==> src/rtl/udm_pkg.sv <==
package udm_pkg;
  typedef enum logic {FORM_LEFT = 1'b0, FORM_RIGHT = 1'b1} load_form_e;
endpackage

==> src/rtl/udm_addr_gen.sv <==
module udm_addr_gen #(
  parameter int AW    = 64,
  parameter int OFF_W = 16,
  parameter int IDX_W = 3
) (
  input  logic [AW-1:0]    base_i,
  input  logic [OFF_W-1:0] offset_i,
  output logic [AW-1:0]    aligned_o,
  output logic [IDX_W-1:0] low_o
);
  logic [AW-1:0] ea;
  assign ea        = base_i + {{(AW-OFF_W){offset_i[OFF_W-1]}}, offset_i};
  assign aligned_o = {ea[AW-1:IDX_W], {IDX_W{1'b0}}};
  assign low_o     = ea[IDX_W-1:0];
endmodule

==> src/rtl/udm_lane_index.sv <==
module udm_lane_index
  import udm_pkg::*;
#(
  parameter int IDX_W = 3
) (
  input  logic [IDX_W-1:0] low_i,
  input  logic             big_endian_i,
  input  load_form_e       form_i,
  output logic [IDX_W-1:0] shift_o
);
  logic flip;
  // left form flips on little-endian, right form flips on big-endian
  assign flip    = (form_i == FORM_RIGHT) ? big_endian_i : ~big_endian_i;
  assign shift_o = low_i ^ {IDX_W{flip}};
endmodule

==> src/rtl/udm_merge.sv <==
module udm_merge
  import udm_pkg::*;
#(
  parameter int XLEN  = 64,
  parameter int NB    = XLEN / 8,
  parameter int IDX_W = $clog2(NB)
) (
  input  logic [XLEN-1:0]  mem_i,
  input  logic [XLEN-1:0]  reg_i,
  input  logic [IDX_W-1:0] shift_i,
  input  load_form_e       form_i,
  output logic [XLEN-1:0]  data_o
);
  logic [IDX_W+2:0] bit_sh;
  logic [XLEN-1:0]  up, dn;
  assign bit_sh = {shift_i, 3'b000};
  assign up     = mem_i << bit_sh;
  assign dn     = mem_i >> bit_sh;

  for (genvar j = 0; j < NB; j++) begin : g_lane
    localparam int unsigned LANE = j;
    localparam int unsigned TOP  = NB - 1 - j;
    logic take;
    always_comb begin
      if (form_i == FORM_RIGHT) take = ({1'b0, shift_i} <= (IDX_W+1)'(TOP));
      else                      take = ({1'b0, shift_i} <= (IDX_W+1)'(LANE));
    end
    assign data_o[8*j +: 8] = !take ? reg_i[8*j +: 8]
                            : (form_i == FORM_RIGHT) ? dn[8*j +: 8] : up[8*j +: 8];
  end
endmodule

==> src/rtl/unaligned_dword_merge.sv <==
module unaligned_dword_merge
  import udm_pkg::*;
#(
  parameter int XLEN  = 64,
  parameter int AW    = 64,
  parameter int OFF_W = 16,
  localparam int NB    = XLEN / 8,
  localparam int IDX_W = $clog2(NB)
) (
  input  logic             valid_i,
  input  logic [AW-1:0]    base_i,
  input  logic [OFF_W-1:0] offset_i,
  input  logic [XLEN-1:0]  mem_data_i,
  input  logic [XLEN-1:0]  reg_data_i,
  input  logic             big_endian_i,
  input  logic             right_i,
  output logic [AW-1:0]    req_addr_o,
  output logic [XLEN-1:0]  wb_data_o,
  output logic             wb_en_o
);
  logic [IDX_W-1:0] low, shift;
  logic [XLEN-1:0]  merged;
  load_form_e       form;

  assign form = load_form_e'(right_i);

  udm_addr_gen #(.AW(AW), .OFF_W(OFF_W), .IDX_W(IDX_W)) u_addr (
    .base_i(base_i), .offset_i(offset_i), .aligned_o(req_addr_o), .low_o(low)
  );

  udm_lane_index #(.IDX_W(IDX_W)) u_idx (
    .low_i(low), .big_endian_i(big_endian_i), .form_i(form), .shift_o(shift)
  );

  udm_merge #(.XLEN(XLEN), .NB(NB), .IDX_W(IDX_W)) u_merge (
    .mem_i(mem_data_i), .reg_i(reg_data_i), .shift_i(shift), .form_i(form), .data_o(merged)
  );

  assign wb_en_o   = valid_i;
  assign wb_data_o = valid_i ? merged : '0;
endmodule

==> config.mk <==
export PLATFORM = sky130hd
export DESIGN_NAME = unaligned_dword_merge
export DESIGN_NICKNAME = d
export VERILOG_FILES = /design/src/rtl/udm_pkg.sv /design/src/rtl/udm_addr_gen.sv /design/src/rtl/udm_lane_index.sv /design/src/rtl/udm_merge.sv /design/src/rtl/unaligned_dword_merge.sv
export SDC_FILE = /design/constraint.sdc
export NUM_CORES = 1
export LEC_CHECK = 0
export BUFFER_PORTS_ARGS = -buffer_cell sky130_fd_sc_hd__buf_2
export CAP_MARGIN = 40
export CORE_ASPECT_RATIO = 0.9
export CORE_MARGIN = 2
export CORE_UTILIZATION = 52
export DETAILED_ROUTE_END_ITERATION = 16
export GPL_TIMING_DRIVEN = 0
export PLACE_DENSITY = 0.83
export SETUP_SLACK_MARGIN = 0.5
export SYNTH_ARGS = -nofsm -noshare
export SYNTH_HDL_FRONTEND = slang
export SYNTH_SLANG_ARGS = --single-unit
==> constraint.sdc <==
create_clock -name vclk -period 3.9
set_clock_uncertainty 0.15 [all_clocks]
set_input_delay 0.39 -clock vclk [all_inputs]
set_output_delay 0.39 -clock vclk [all_outputs]
set_load 0.01 [all_outputs]
==> metrics.yaml, run 1 <==
die:
  die_h_um: 123
  io_pins: 340
  initial_core_util: 0.530
  die_w_um: 136
  row_count: 43
synthesis:
  ys_types: 74
  ys_warn_count: 0
  synthCells: 1380
  syn_avg_cell_area_um2: 5.91
  yosysSeqAreaShare: 0
  synth.cell_area_mm2: 0.00816
place:
  placed_cells: 1920
  gp_congestion: 1.07
  post-dp-hpwl_mm: 35.8
  place_ws_ps: -199
  io_buffers: 334
run_status:
  failing_step: "5_1_grt"
  stop_error: "[ERROR GRT-0232] Routing congestion too high. Check the congestion heatmap in the GUI."
  outcome: "did not finish"
timing:
  endpoint_type: "top-level output"
  crit_endpoint: "wb_data_o[57]"
global_routing:
  track_usage: 0.852
  overflow: 151
  grt_max_degree: 24
cts:
  holdBufCountCts: 0
## kinds of logic after synthesis
logic type      after synthesis  synth area share
compound gates              593             0.451
simple gates                514             0.279
buf+inv                     126            0.0673
xor+xnor                     64            0.0779
fa+ha+maj                    64            0.0990
mux                          18            0.0251
other cells                   1          0.000459
## through the flow
step	area, µm²	TNS (ps)
4_1_cts	11100	0
3_5_place_dp	10100	-3520
3_3_place_gp	10100	-7810
2_1_floorplan	8170	0
## cell usage after synthesis (26+ instances only)
library cell	number	area share
o21ai_0	113	0.069
a31oi_1	26	0.020
xnor2_1	36	0.039
nand3_1	64	0.039
nand2_1	238	0.11
a21o_1	26	0.024
clkbuf_1	57	0.026
o22ai_1	27	0.021
a21oi_1	214	0.13
nor2_1	102	0.047
ha_1	63	0.097
buf_2	37	0.023
## routing by layer
layer | GRT overflow | track usage
met1 | 9 | 0.816
met2 | 66 | 0.988
met3 | 12 | 0.745
met4 | 62 | 0.904
met5 | 2 | 0.528
## timing repair
item	CTS
hold endpoints to repair	0
cloned	2
buffers inserted	25
setup endpoints to repair	96
resized for setup	212
pin swaps	43
==> run 2, diff against run 1 <==
--- a/config.mk
+++ b/config.mk
@@ -7,13 +7,11 @@
 export LEC_CHECK = 0
 export BUFFER_PORTS_ARGS = -buffer_cell sky130_fd_sc_hd__buf_2
 export CAP_MARGIN = 40
-export CORE_ASPECT_RATIO = 0.9
 export CORE_MARGIN = 2
-export CORE_UTILIZATION = 52
+export CORE_UTILIZATION = 40
 export DETAILED_ROUTE_END_ITERATION = 16
 export GPL_TIMING_DRIVEN = 0
-export PLACE_DENSITY = 0.83
-export SETUP_SLACK_MARGIN = 0.5
+export PLACE_DENSITY_LB_ADDON = 0.15
 export SYNTH_ARGS = -nofsm -noshare
 export SYNTH_HDL_FRONTEND = slang
 export SYNTH_SLANG_ARGS = --single-unit
==> run 2 against run 1 <==
  * The run now ends clean
  * Area after synthesis is the same
  * Synthesized cell count is the same
==> metrics.yaml, run 2 <==
run_status:
  outcome: "complete, no violations"
global_routing:
  grt_max_degree: 19
  track_usage: 0.414
  grt_pass1_wl_mm: 70.3
  grt_pass1_vias: 12200
  overflow: 0
  antenna_found_initial: 0
route:
  vias_per_cell: 6.59
  postRouteAntennaNets: 0
  routed-via-count: 13100
  drc: 0
  finalWirelength_mm: 48.0
  drt_first_pass_iters: 5
  wire_per_inst_um: 24.2
  drt_iter0_drc: 1481
power:
  leakage_nw: 4.80
  power_density_mw_per_mm2: 329
  p_int_mw: 1.19
  combPwrFrac: 1.000
  swShare: 0.657
  finalPower_mw: 3.47
  power_frac_clock: 0
  p_sw_mw: 2.28
  vdd.ir_drop.worst_mv: 0.154
  sequentialPowerShare: 0
critical_path:
  crit_arrival_ps: 3360
  cp-start-kind: "input pin"
  cp_max_fo: 10
  required_ps: 3360
  endpoint_kind: "primary output"
  criticalPathCategory: "input pin to primary output"
place:
  postPlaceCellArea_mm2: 0.0102
  gp_congestion: 1.07
  placed_cells: 1987
  place_ws_ps: -410
  io_buffers: 334
  post-dp-hpwl_mm: 38.3
synthesis:
  synth_top_area_cell: "a21oi_1"
  synthCells: 1380
  ys_types: 74
  yosysSeqAreaShare: 0
  synth.cell_area_mm2: 0.00816
  ys_warn_count: 0
  synth_top_area_share: 0.131
  synth_most_common_cell: "nand2_1"
  synth_area_leaders: "a21oi_1 (13%), nand2_1 (11%), ha_1 (9.7%)"
  synth_common_cells: "nand2_1 (238), a21oi_1 (214), o21ai_0 (113), nor2_1 (102), nand3_1 (64)"
  syn_avg_cell_area_um2: 5.91
die:
  io_pins: 340
  row_count: 52
  die_h_um: 147
  die_area_mm2: 0.0216
  initial_core_util: 0.406
  die_w_um: 147
  core_area_mm2: 0.0201
final_layout:
  nets: 1989
  final_common_cell: "buf_2"
  final_cell_mix: "buf_2 (365), nand2_1 (235), a21oi_1 (204)"
  layout.cells.non_filler: 1984
  design.seq.count: 0
  design_area_mm2: 0.0106
  num-clock-buffers: 0
  syn_to_final_growth_pct: 29.3
  drive_gt1_frac: 0.276
  regArea_um2: 0
timing:
  timing_hold_violations_final: 0
  min_period_ps: 3900
  setup_violations: 0
  relSlewSlack: 0.391
  whs_ps: 993
  drv_slew: 0
  fin_crit_sh: 1.00
  setup_slack_ps: 1.56
  rsz0062_at_grt: "yes"
  worst_pin_slew_ps: 914
  fmax_mhz: 257
min_path:
  holdPathStages: 4
  hold_start: "reg_data_i[37]"
  hp-class: "input pin to primary output"
  hold_end: "wb_data_o[37]"
cts:
  holdBufCountCts: 0
job:
  max-cap-violations: 0
## run 2: stage by stage
| stage | utilization | TNS, ps |
|---|---|---|
| after global placement | 0.506 | -20120 |
| final | 0.525 | 0 |
| after global routing | 0.525 | -249 |
| after CTS | 0.513 | -433 |
| after detailed placement | 0.507 | -12460 |
| after floorplan | - | 0 |
## run 2: power groups by stage
| stage | clock network [mW] | logic [mW] | registers [mW] |
|---|---|---|---|
| after floorplan | 0 | 1.99 | 0 |
| after global placement | 0 | 3.20 | 0 |
| after detailed placement | 0 | 3.19 | 0 |
| after CTS | 0 | 3.24 | 0 |
| after global routing | 0 | 3.65 | 0 |
| final | 0.0000000688 | 3.47 | 0 |
## run 2: final cells by class
class                           count  area [µm²]
Inverter                           19        71.3
Antenna cell                        2        5.00
Fill cell                        2169        9550
Buffer                             96         489
Timing Repair Buffer              341        1760
Tap cell                          270         338
Multi-Input combinational cell   1256        7890
## run 2: worst max-delay path by stage
stage | start | end | slack [ps] | cells after the start
2_1_floorplan | base_i[0] | req_addr_o[52] | 500 | 11
3_3_place_gp | offset_i[15] | req_addr_o[50] | -620 | 12
3_5_place_dp | base_i[0] | wb_data_o[54] | -410 | 12
4_1_cts | base_i[0] | wb_data_o[14] | -110 | 13
5_1_grt | base_i[0] | wb_data_o[31] | -60 | 12
6_report | base_i[0] | wb_data_o[31] | 2 | 12
## run 2: per-layer routing
layer	vias to the layer above	share of wire	global-route usage
li1	5871	-	-
met1	5854	0.36	0.507
met2	1095	0.45	0.700
met3	254	0.13	0.0817
met4	0	0.060	0.187
met5	-	0	0
## run 2: worst max-delay path, stage by stage
cell and delay [ps]:
buf_2 80, ha_1 180, inv_1 80, fa_2 720
xor2_4 330, buf_4 260, nand2_1 170, o21ai_4 320
buf_2 320, o21ai_0 110, a31oi_1 210, buf_2 160
## run 2: cells by family (layout without fill, tap and decap cells)
kind of cell / Yosys count / after routing / share of synthesized area
AOI/OAI and AO/OA: 593 / 593 / 0.451
and+or+nand+nor: 514 / 514 / 0.279
buffers and inverters: 126 / 456 / 0.0673
adders and majority gates: 64 / 64 / 0.0990
xor gates and xnor gates: 64 / 64 / 0.0779
muxes: 18 / 18 / 0.0251
other: 1 / 5 / 0.000459
## run 2: timing repair
item,in CTS,in global routing
gates resized for setup,29,75
pin swaps,1,9
setup endpoints to repair,78,81
cloned,1,0
setup buffers,0,5
Power figures use the tool's default switching activity.
